[config.mk]
export PLATFORM = sky130hd
export DESIGN_NAME = temp_spi_reader
export DESIGN_NICKNAME = d
export VERILOG_FILES = /design/src/rtl/tsr_pkg.sv /design/src/rtl/tsr_tick.sv /design/src/rtl/tsr_seq.sv /design/src/rtl/tsr_tx.sv /design/src/rtl/tsr_rx.sv /design/src/rtl/temp_spi_reader.sv
export SDC_FILE = /design/constraint.sdc
export NUM_CORES = 1
export LEC_CHECK = 0
export ABC_AREA = 1
export BUFFER_PORTS_ARGS = -buffer_cell sky130_fd_sc_hd__buf_2
export CORE_MARGIN = 2
export CORE_UTILIZATION = 62
export CTS_CLUSTER_DIAMETER = 120
export DETAILED_ROUTE_END_ITERATION = 6
export GPL_TIMING_DRIVEN = 0
export PLACE_DENSITY = 0.8
export SYNTH_ARGS = -nofsm -noshare
export SYNTH_HDL_FRONTEND = slang
export SYNTH_SLANG_ARGS = --single-unit
[constraint.sdc]
create_clock -name clk -period 3.5 [get_ports clk]
set_clock_uncertainty 0.15 [all_clocks]
set_input_delay 0.875 -clock clk [delete_from_list [all_inputs] [get_ports clk]]
set_output_delay 0.875 -clock clk [all_outputs]
set_load 0.005 [all_outputs]
[src/rtl/tsr_pkg.sv]
package tsr_pkg;
   typedef enum logic [2:0] {
      ST_IDLE,
      ST_ZERO,
      ST_ONES,
      ST_CMD,
      ST_RECV,
      ST_GAP
   } seq_t;

   function automatic int max4(input int a, input int b, input int c, input int d);
      int m;
      m = a;
      if (b > m) m = b;
      if (c > m) m = c;
      if (d > m) m = d;
      return m;
   endfunction
endpackage

[src/rtl/tsr_tick.sv]
module tsr_tick #(
   parameter int DIV = 8
) (
   input  logic clk,
   input  logic rst_n,
   output logic tick
);
   localparam int CW = (DIV > 2) ? $clog2(DIV) : 1;
   localparam bit POW2 = ((DIV & (DIV - 1)) == 0);

   logic [CW-1:0] cnt;

   generate
      if (POW2) begin : g_wrap
         always_ff @(posedge clk or negedge rst_n) begin
            if (!rst_n) cnt <= '0;
            else        cnt <= cnt + 1'b1;
         end
         assign tick = &cnt;
      end else begin : g_cmp
         always_ff @(posedge clk or negedge rst_n) begin
            if (!rst_n)                    cnt <= '0;
            else if (cnt == CW'(DIV - 1))  cnt <= '0;
            else                           cnt <= cnt + 1'b1;
         end
         assign tick = (cnt == CW'(DIV - 1));
      end
   endgenerate
endmodule

[src/rtl/tsr_seq.sv]
module tsr_seq
   import tsr_pkg::*;
#(
   parameter int PRE_LEN  = 32,
   parameter int CMD_W    = 8,
   parameter int DATA_W   = 16,
   parameter int HOLD_LEN = 4
) (
   input  logic clk,
   input  logic rst_n,
   input  logic tick,
   output seq_t st,
   output logic sclk,
   output logic cs_n,
   output logic bit_fall,
   output logic phase_end,
   output logic cmd_load
);
   localparam int MAXL = max4(PRE_LEN, CMD_W, DATA_W, HOLD_LEN);
   localparam int CW   = (MAXL > 2) ? $clog2(MAXL) : 1;

   logic          half;
   logic [CW-1:0] cnt;
   logic [CW-1:0] last_idx;
   seq_t          nxt;
   logic          active;

   always_comb begin
      unique case (st)
         ST_ZERO, ST_ONES: last_idx = CW'(PRE_LEN - 1);
         ST_CMD:           last_idx = CW'(CMD_W - 1);
         ST_RECV:          last_idx = CW'(DATA_W - 1);
         default:          last_idx = CW'(HOLD_LEN - 1);
      endcase
   end

   always_comb begin
      unique case (st)
         ST_IDLE: nxt = ST_ZERO;
         ST_ZERO: nxt = ST_ONES;
         ST_ONES: nxt = ST_CMD;
         ST_CMD:  nxt = ST_RECV;
         ST_RECV: nxt = ST_GAP;
         default: nxt = ST_CMD;
      endcase
   end

   always_ff @(posedge clk or negedge rst_n) begin
      if (!rst_n) begin
         st   <= ST_IDLE;
         half <= 1'b0;
         cnt  <= '0;
      end else if (tick) begin
         if (st == ST_IDLE) begin
            st   <= nxt;
            half <= 1'b0;
            cnt  <= '0;
         end else begin
            half <= ~half;
            if (half) begin
               if (cnt == last_idx) begin
                  cnt <= '0;
                  st  <= nxt;
               end else begin
                  cnt <= cnt + 1'b1;
               end
            end
         end
      end
   end

   assign active    = (st == ST_ZERO) || (st == ST_ONES) || (st == ST_CMD) || (st == ST_RECV);
   assign cs_n      = ~active;
   assign sclk      = active & half;
   assign bit_fall  = tick & half & (st != ST_IDLE);
   assign phase_end = (cnt == last_idx);
   assign cmd_load  = bit_fall & phase_end & ((st == ST_ONES) || (st == ST_GAP));
endmodule

[src/rtl/tsr_tx.sv]
module tsr_tx #(
   parameter int                W    = 8,
   parameter logic [W-1:0]      WORD = 8'h5A
) (
   input  logic clk,
   input  logic rst_n,
   input  logic load,
   input  logic shift,
   output logic msb
);
   logic [W-1:0] sr;

   always_ff @(posedge clk or negedge rst_n) begin
      if (!rst_n)     sr <= '0;
      else if (load)  sr <= WORD;
      else if (shift) sr <= {sr[W-2:0], 1'b0};
   end

   assign msb = sr[W-1];
endmodule

[src/rtl/tsr_rx.sv]
module tsr_rx #(
   parameter int W = 16
) (
   input  logic         clk,
   input  logic         rst_n,
   input  logic         en,
   input  logic         last,
   input  logic         din,
   output logic [W-1:0] word,
   output logic         done
);
   always_ff @(posedge clk or negedge rst_n) begin
      if (!rst_n) begin
         word <= '0;
         done <= 1'b0;
      end else begin
         if (en) word <= {word[W-2:0], din};
         done <= en & last;
      end
   end
endmodule

[src/rtl/temp_spi_reader.sv]
module temp_spi_reader
   import tsr_pkg::*;
#(
   parameter int                 CLK_DIV  = 8,
   parameter int                 PRE_LEN  = 32,
   parameter int                 CMD_W    = 8,
   parameter int                 DATA_W   = 16,
   parameter int                 HOLD_LEN = 4,
   parameter logic [CMD_W-1:0]   CMD_WORD = 8'h5A
) (
   input  logic              clk,
   input  logic              rst_n,
   output logic              sclk,
   output logic              cs_n,
   output logic              mosi,
   input  logic              miso,
   output logic [DATA_W-1:0] temp_word,
   output logic              temp_valid
);
   generate
      if (CLK_DIV < 2)  begin : g_bad_div  $error("CLK_DIV must be at least 2"); end
      if (CMD_W < 2)    begin : g_bad_cmd  $error("CMD_W must be at least 2"); end
      if (DATA_W < 2)   begin : g_bad_dat  $error("DATA_W must be at least 2"); end
      if (PRE_LEN < 1)  begin : g_bad_pre  $error("PRE_LEN must be at least 1"); end
      if (HOLD_LEN < 1) begin : g_bad_hold $error("HOLD_LEN must be at least 1"); end
   endgenerate

   logic              tick;
   seq_t              st;
   logic              bit_fall;
   logic              phase_end;
   logic              cmd_load;
   logic              tx_msb;
   logic [DATA_W-1:0] rx_word;
   logic              rx_done;

   tsr_tick #(.DIV(CLK_DIV)) u_tick (
      .clk  (clk),
      .rst_n(rst_n),
      .tick (tick)
   );

   tsr_seq #(
      .PRE_LEN (PRE_LEN),
      .CMD_W   (CMD_W),
      .DATA_W  (DATA_W),
      .HOLD_LEN(HOLD_LEN)
   ) u_seq (
      .clk      (clk),
      .rst_n    (rst_n),
      .tick     (tick),
      .st       (st),
      .sclk     (sclk),
      .cs_n     (cs_n),
      .bit_fall (bit_fall),
      .phase_end(phase_end),
      .cmd_load (cmd_load)
   );

   tsr_tx #(.W(CMD_W), .WORD(CMD_WORD)) u_tx (
      .clk  (clk),
      .rst_n(rst_n),
      .load (cmd_load),
      .shift(bit_fall && (st == ST_CMD)),
      .msb  (tx_msb)
   );

   tsr_rx #(.W(DATA_W)) u_rx (
      .clk  (clk),
      .rst_n(rst_n),
      .en   (bit_fall && (st == ST_RECV)),
      .last (phase_end),
      .din  (miso),
      .word (rx_word),
      .done (rx_done)
   );

   always_comb begin
      unique case (st)
         ST_ONES: mosi = 1'b1;
         ST_CMD:  mosi = tx_msb;
         default: mosi = 1'b0;
      endcase
   end

   always_ff @(posedge clk or negedge rst_n) begin
      if (!rst_n) begin
         temp_word  <= '0;
         temp_valid <= 1'b0;
      end else begin
         temp_valid <= rx_done;
         if (rx_done) temp_word <= rx_word;
      end
   end
endmodule

# After elaboration in Yosys (flattened, before gate mapping)
# Cells that the tools add are included.
classes:
  n_bitwise: 8
  n_eq_ne: 6
  addsub: 2
  mux: 12
  reduce_logical: 15
op_table:
  columns: ["cell", "count"]
  rows:
  - ["8-bit 2-to-1 mux", 2]
  - ["5-bit 2-to-1 mux", 3]
  - ["5-bit case mux with 3 select lines", 1]
  - ["3-bit case mux with 4 select lines", 1]
  - ["3-bit 2-to-1 mux", 3]
  - ["1-bit bitwise AND", 6]
  - ["3-bit by 2-bit == test with 1-bit output (second input constant)", 2]
  - ["3-bit == test (second input constant)", 2]
  - ["2-bit nonzero test", 3]
  - ["5-bit by 1-bit adder with 5-bit output (second input constant)", 1]
  - ["5-bit == test", 1]
  - ["5-bit AND reduction", 1]
  - ["1-bit logical OR", 4]
  - ["4-bit AND reduction", 1]
  - ["3-bit by 1-bit adder with 3-bit output (second input constant)", 1]
  - ["3-bit by 1-bit == test with 1-bit output (second input constant)", 1]
  - ["3-bit zero test", 1]
  - ["3-bit AND reduction", 1]
  - ["3-bit nonzero test", 1]
  - ["1-bit logical AND", 2]
  - ["1-bit inverter", 2]
  - ["1-bit case mux with 2 select lines", 1]
  - ["2-bit OR reduction", 1]
  - ["1-bit 2-to-1 mux", 1]
totals:
  in_bits: 3
  output_inout_bits: 20
  regBits: 54
  word_cells: 52

# Depth between registers and ports, before layout
depth:
  word_depth: 7
  ltp_mapped: 11
  ltp_nobuf: 11

# Hierarchy
# A second synthesis with hierarchy kept.
unflattened:
  hier_cells: 268
  area_unflattened_um2: 2431.1
modules_own_cells:
  columns: ["mod", "cells_per_inst", "area_per_inst_um2", "seq_area_each_um2", "instances"]
  rows:
  - ["temp_spi_reader", 79, 715.7, 425.4, 1]
  - ["tsr_rx", 71, 689.4, 425.4, 1]
  - ["tsr_seq", 83, 649.4, 225.2, 1]
  - ["tsr_tx", 29, 272.8, 175.2, 1]
  - ["tsr_tick", 6, 103.8, 75.1, 1]

# Worst setup path before layout
# No wires, ideal clock.
synth_path:
  path_type: "register to output"
  start: "reg u_seq.st[0]"
  end: "out mosi"
  arrival_ns: 1.020
  path_stages_with_launch: 7
  required_time_ns: 2.475
  path_buffers: 0
  slack_ns: 1.455
  cell_sequence: "dfrtp_1 inv_1 nor2_1 inv_1 nor2_2 inv_1 o21ai_0"
synth_between:
  elab_chain_len: 2
synth_rtl:
  columns: ["element", "line_no", "source"]
  rows:
  - ["from (decl)", "tsr_seq.sv:12", "output seq_t st,"]
  - ["from (signal assigned)", "tsr_seq.sv:55", "st <= nxt;"]
  - ["from (signal assigned)", "tsr_seq.sv:63", "st <= nxt;"]
  - ["3-bit by 2-bit == test with 1-bit output", "temp_spi_reader.sv:79", "unique case (st)"]
  - ["1-bit case mux with 2 select lines (*)", "temp_spi_reader.sv:79", null]
  - ["to (decl)", "temp_spi_reader.sv:15", "output logic mosi,"]
# Every way passes the cells marked *; elsewhere a longest branch is shown, timed or not.

# Final worst setup path
# Same ends and word-level chain as after synthesis.

==> flow_summary.json <==
{
  "power.share.switching_pct": 20.97,
  "period_minus_slack_ns": 2.646,
  "hold_viol": 0,
  "hold_buffers": 0,
  "port_buffers": 22,
  "dp_hpwl_mm": 2.699,
  "tightest_slew_ns": 1.109,
  "crit_path_start_kind": "register",
  "grt_max_degree": 54,
  "synth.top_cell.area_share_pct": 57.86,
  "p_sw_w": 0.0002060,
  "synth_top_family_by_area": "simple AND/OR/NAND/NOR gates",
  "core_area_um2": 3606,
  "cp.arrival_ns": 1.62,
  "dr.pass1.iters": 4,
  "dp.cells": 265,
  "root_buffer": "clkbuf_8",
  "setup_violations": 0,
  "cts_tree": "built",
  "leakage_nw": 1.386,
  "first_global_vias": 1503,
  "antenna_found_initial": 0,
  "clkSinkCount": 53,
  "clockBufferDepth": 2,
  "r2r_start": "u_tick.cnt[0]$_DFF_PN0_",
  "grt_use_total_pct": 21.49,
  "num_rows": 22,
  "max_freq_mhz": 378.0,
  "synth_top_area_cell": "dfrtp_1",
  "final_core_util_pct": 71.06,
  "status": "complete, no violations",
  "via_count": 1444,
  "pwr-share-seq_pct": 62.2,
  "synthMuxAreaShare_pct": 15.72,
  "hp-start": "u_rx.done$_DFF_PN0_",
  "yosys.area_share.simple_pct": 15.99,
  "wire_per_inst_um": 13.62,
  "crit_type": "reg -> out",
  "synth_xor_area_share_pct": 1.146,
  "hold_ws_ns": 0.2535,
  "ir_drop_mv": 0.3162,
  "cp_max_fo": 6,
  "slew_viol_final": 0,
  "whs_path_depth": 0,
  "finalCritPeriodShare_pct": 75.59,
  "fin_tns_setup_ns": 0,
  "synth_compound_area_share_pct": 3.821,
  "grt_overflow": 0,
  "rsz0062_at_grt": "false",
  "final_nets": 230,
  "fillers": 248,
  "intPower_w": 0.0007767,
  "rrSetupSlack_ns": 1.44,
  "synthCells": 195,
  "grt_pass1_wl_mm": 6.699,
  "cts_made_buffers": 5,
  "antenna_left": 0,
  "drt-vias-per-instance": 5.289,
  "die_area_um2": 4200,
  "ctsHtreeMaxLevel": 2,
  "worstHoldPathType": "reg -> reg",
  "ios": 23,
  "power.density_nw_per_um2": 383.5,
  "diodes": 0,
  "avgSynthCellArea_um2": 11.75,
  "maxCapViolations": 0,
  "r2r-end": "u_tx.sr[5]$_DFFE_PN0P_",
  "hold_end": "temp_valid$_DFF_PN0_",
  "die_h_um": 64.81,
  "drt_iter0_drc": 92,
  "yosysWarnings": 0,
  "fp.dieW_um": 64.81,
  "power_frac_comb_pct": 1.2,
  "netlist_area_um2": 2292,
  "cts_resized": 0,
  "ys_seq_area_share_pct": 57.86,
  "start_util_pct": 63.57,
  "postCtsSetupBuffers": 0,
  "synth-adder-area-share_pct": 1.638,
  "finalNonFillerCells": 273,
  "clk_latency_ns": 0.31,
  "drc": 0,
  "yosys-top-cells-area": "dfrtp_1 58%, mux2_2 16%, nand2_1 4.3%",
  "synth_nets": 201,
  "clk_pin_slew_ns": 0.09,
  "relSlewSlack_pct": 26.05,
  "clockPowerShare_pct": 36.6,
  "area_delta_synth_final_pct": 11.79,
  "r2r_cells": 8,
  "ys_types": 30,
  "routabilityCongestion": 0.8867,
  "drive_above_1_share_pct": 36.89,
  "wl_mm": 3.719,
  "ys_ff_latch": 53,
  "endpoint_kind": "primary output",
  "critical_path_required_ns": 2.47
}
-- sequential cells by signal, summed over array words and instances (netlist names), 3 cells and up --
name,flops
u_tx.sr,7
u_rx.word,16
u_seq.cnt,5
u_tick.cnt,3
temp_word,16
u_seq.st,3
-- cell usage in the layout, fill, tap and decap left out, types with 2 or more instances in the layout --
| cell | count |
|---|---|
| nor2_4 | 2 |
| nand3_2 | 2 |
| o21ai_1 | 2 |
| clkbuf_8 | 6 |
| nand2_1 | 26 |
| buf_2 | 23 |
| nor2_1 | 9 |
| mux2_2 | 32 |
| a21oi_1 | 6 |
| inv_2 | 2 |
| inv_1 | 16 |
| nand2_2 | 6 |
| xor2_1 | 2 |
| ha_1 | 3 |
| nand3_1 | 9 |
| dfrtp_1 | 53 |
| o21ai_0 | 8 |
| nor2_2 | 2 |
| nand2_4 | 2 |
-- cell type report --
| cell class | instances | area [um2] | share of cell area (%) |
|---|---|---|---|
| Timing Repair Buffer | 22 | 110.1 | 4.297 |
| Multi-Input combinational cell | 120 | 878.3 | 34.28 |
| Buffer | 3 | 16.27 | 0.6348 |
| Clock inverter | 2 | 17.52 | 0.6836 |
| Clock buffer | 6 | 82.58 | 3.223 |
| Sequential cell | 53 | 1326 | 51.76 |
| Inverter | 19 | 71.32 | 2.783 |
| Tap cell | 48 | 60.06 | 2.344 |
-- Yosys cell counts (all sizes together) --
library cell and n:
a21oi 6, and3 1, xnor2 1, nand3 12, or2 1, a21boi 1
inv 18, buf 2, nand4 3, mux2 32, clkbuf 1, nor2 13
dfrtp 53, nand2 34, o21ai 10, xor2 2, ha 3, clkinv 1
nor3 1
-- critical path: stages (launching register included) --
cell     delay [ns]
dfrtp_1        0.51
inv_1          0.12
nor2_1         0.12
inv_1          0.08
nor2_2         0.14
inv_1          0.07
o21ai_0        0.15
buf_2          0.14
-- per-layer routing --
layer	wire (um)	vias to the layer above	track usage, %
met5	0	-	0
met4	25	0	7.979
met3	173	3	6.944
met2	1899	32	35.70
met1	1620	713	26.22
li1	-	696	-
-- power by group through the flow --
| stage | Combinational [W] | Clock (W) | Sequential (W) |
|---|---|---|---|
| after floorplan | 0.00000000991 | 0 | 0.000624 |
| after global placement | 0.0000121 | 0 | 0.000624 |
| after global routing | 0.0000145 | 0.000404 | 0.000612 |
| after detailed placement | 0.0000127 | 0 | 0.000624 |
| after CTS | 0.0000127 | 0.000370 | 0.000612 |
| final | 0.0000117 | 0.000359 | 0.000612 |
-- cell families after synthesis --
| family | Yosys count |
|---|---|
| and+or+nand+nor | 65 |
| DFF | 53 |
| muxes | 32 |
| buffers and inverters | 22 |
| AOI/OAI and AO/OA | 17 |
| xor gates and xnor gates | 3 |
| adders and majority gates | 3 |
-- worst max-delay path by stage --
stage | cells past startpoint | slack [ns] | end | start
floorplan | 6 | 1.45 | mosi | u_seq.st[0]$_DFFE_PN0P_
global placement | 7 | 1.29 | mosi | u_seq.st[0]$_DFFE_PN0P_
detailed placement | 7 | 1.18 | mosi | u_seq.st[0]$_DFFE_PN0P_
CTS | 7 | 0.83 | mosi | u_seq.st[0]$_DFFE_PN0P_
global route | 7 | 0.71 | mosi | u_seq.st[0]$_DFFE_PN0P_
finish | 7 | 0.85 | mosi | u_seq.st[0]$_DFFE_PN0P_
-- per-stage QoR --
step	cell area, um2	power, W	worst slack (ns)
finish	2562	0.0009827	0.8542
global route	2562	0.001030	0.7079
CTS	2562	0.0009946	0.8335
detailed placement	2462	0.0006367	1.179
global placement	2462	0.0006360	1.287
floorplan	2292	0.0006241	1.455
(Power assumes the default switching activity.)
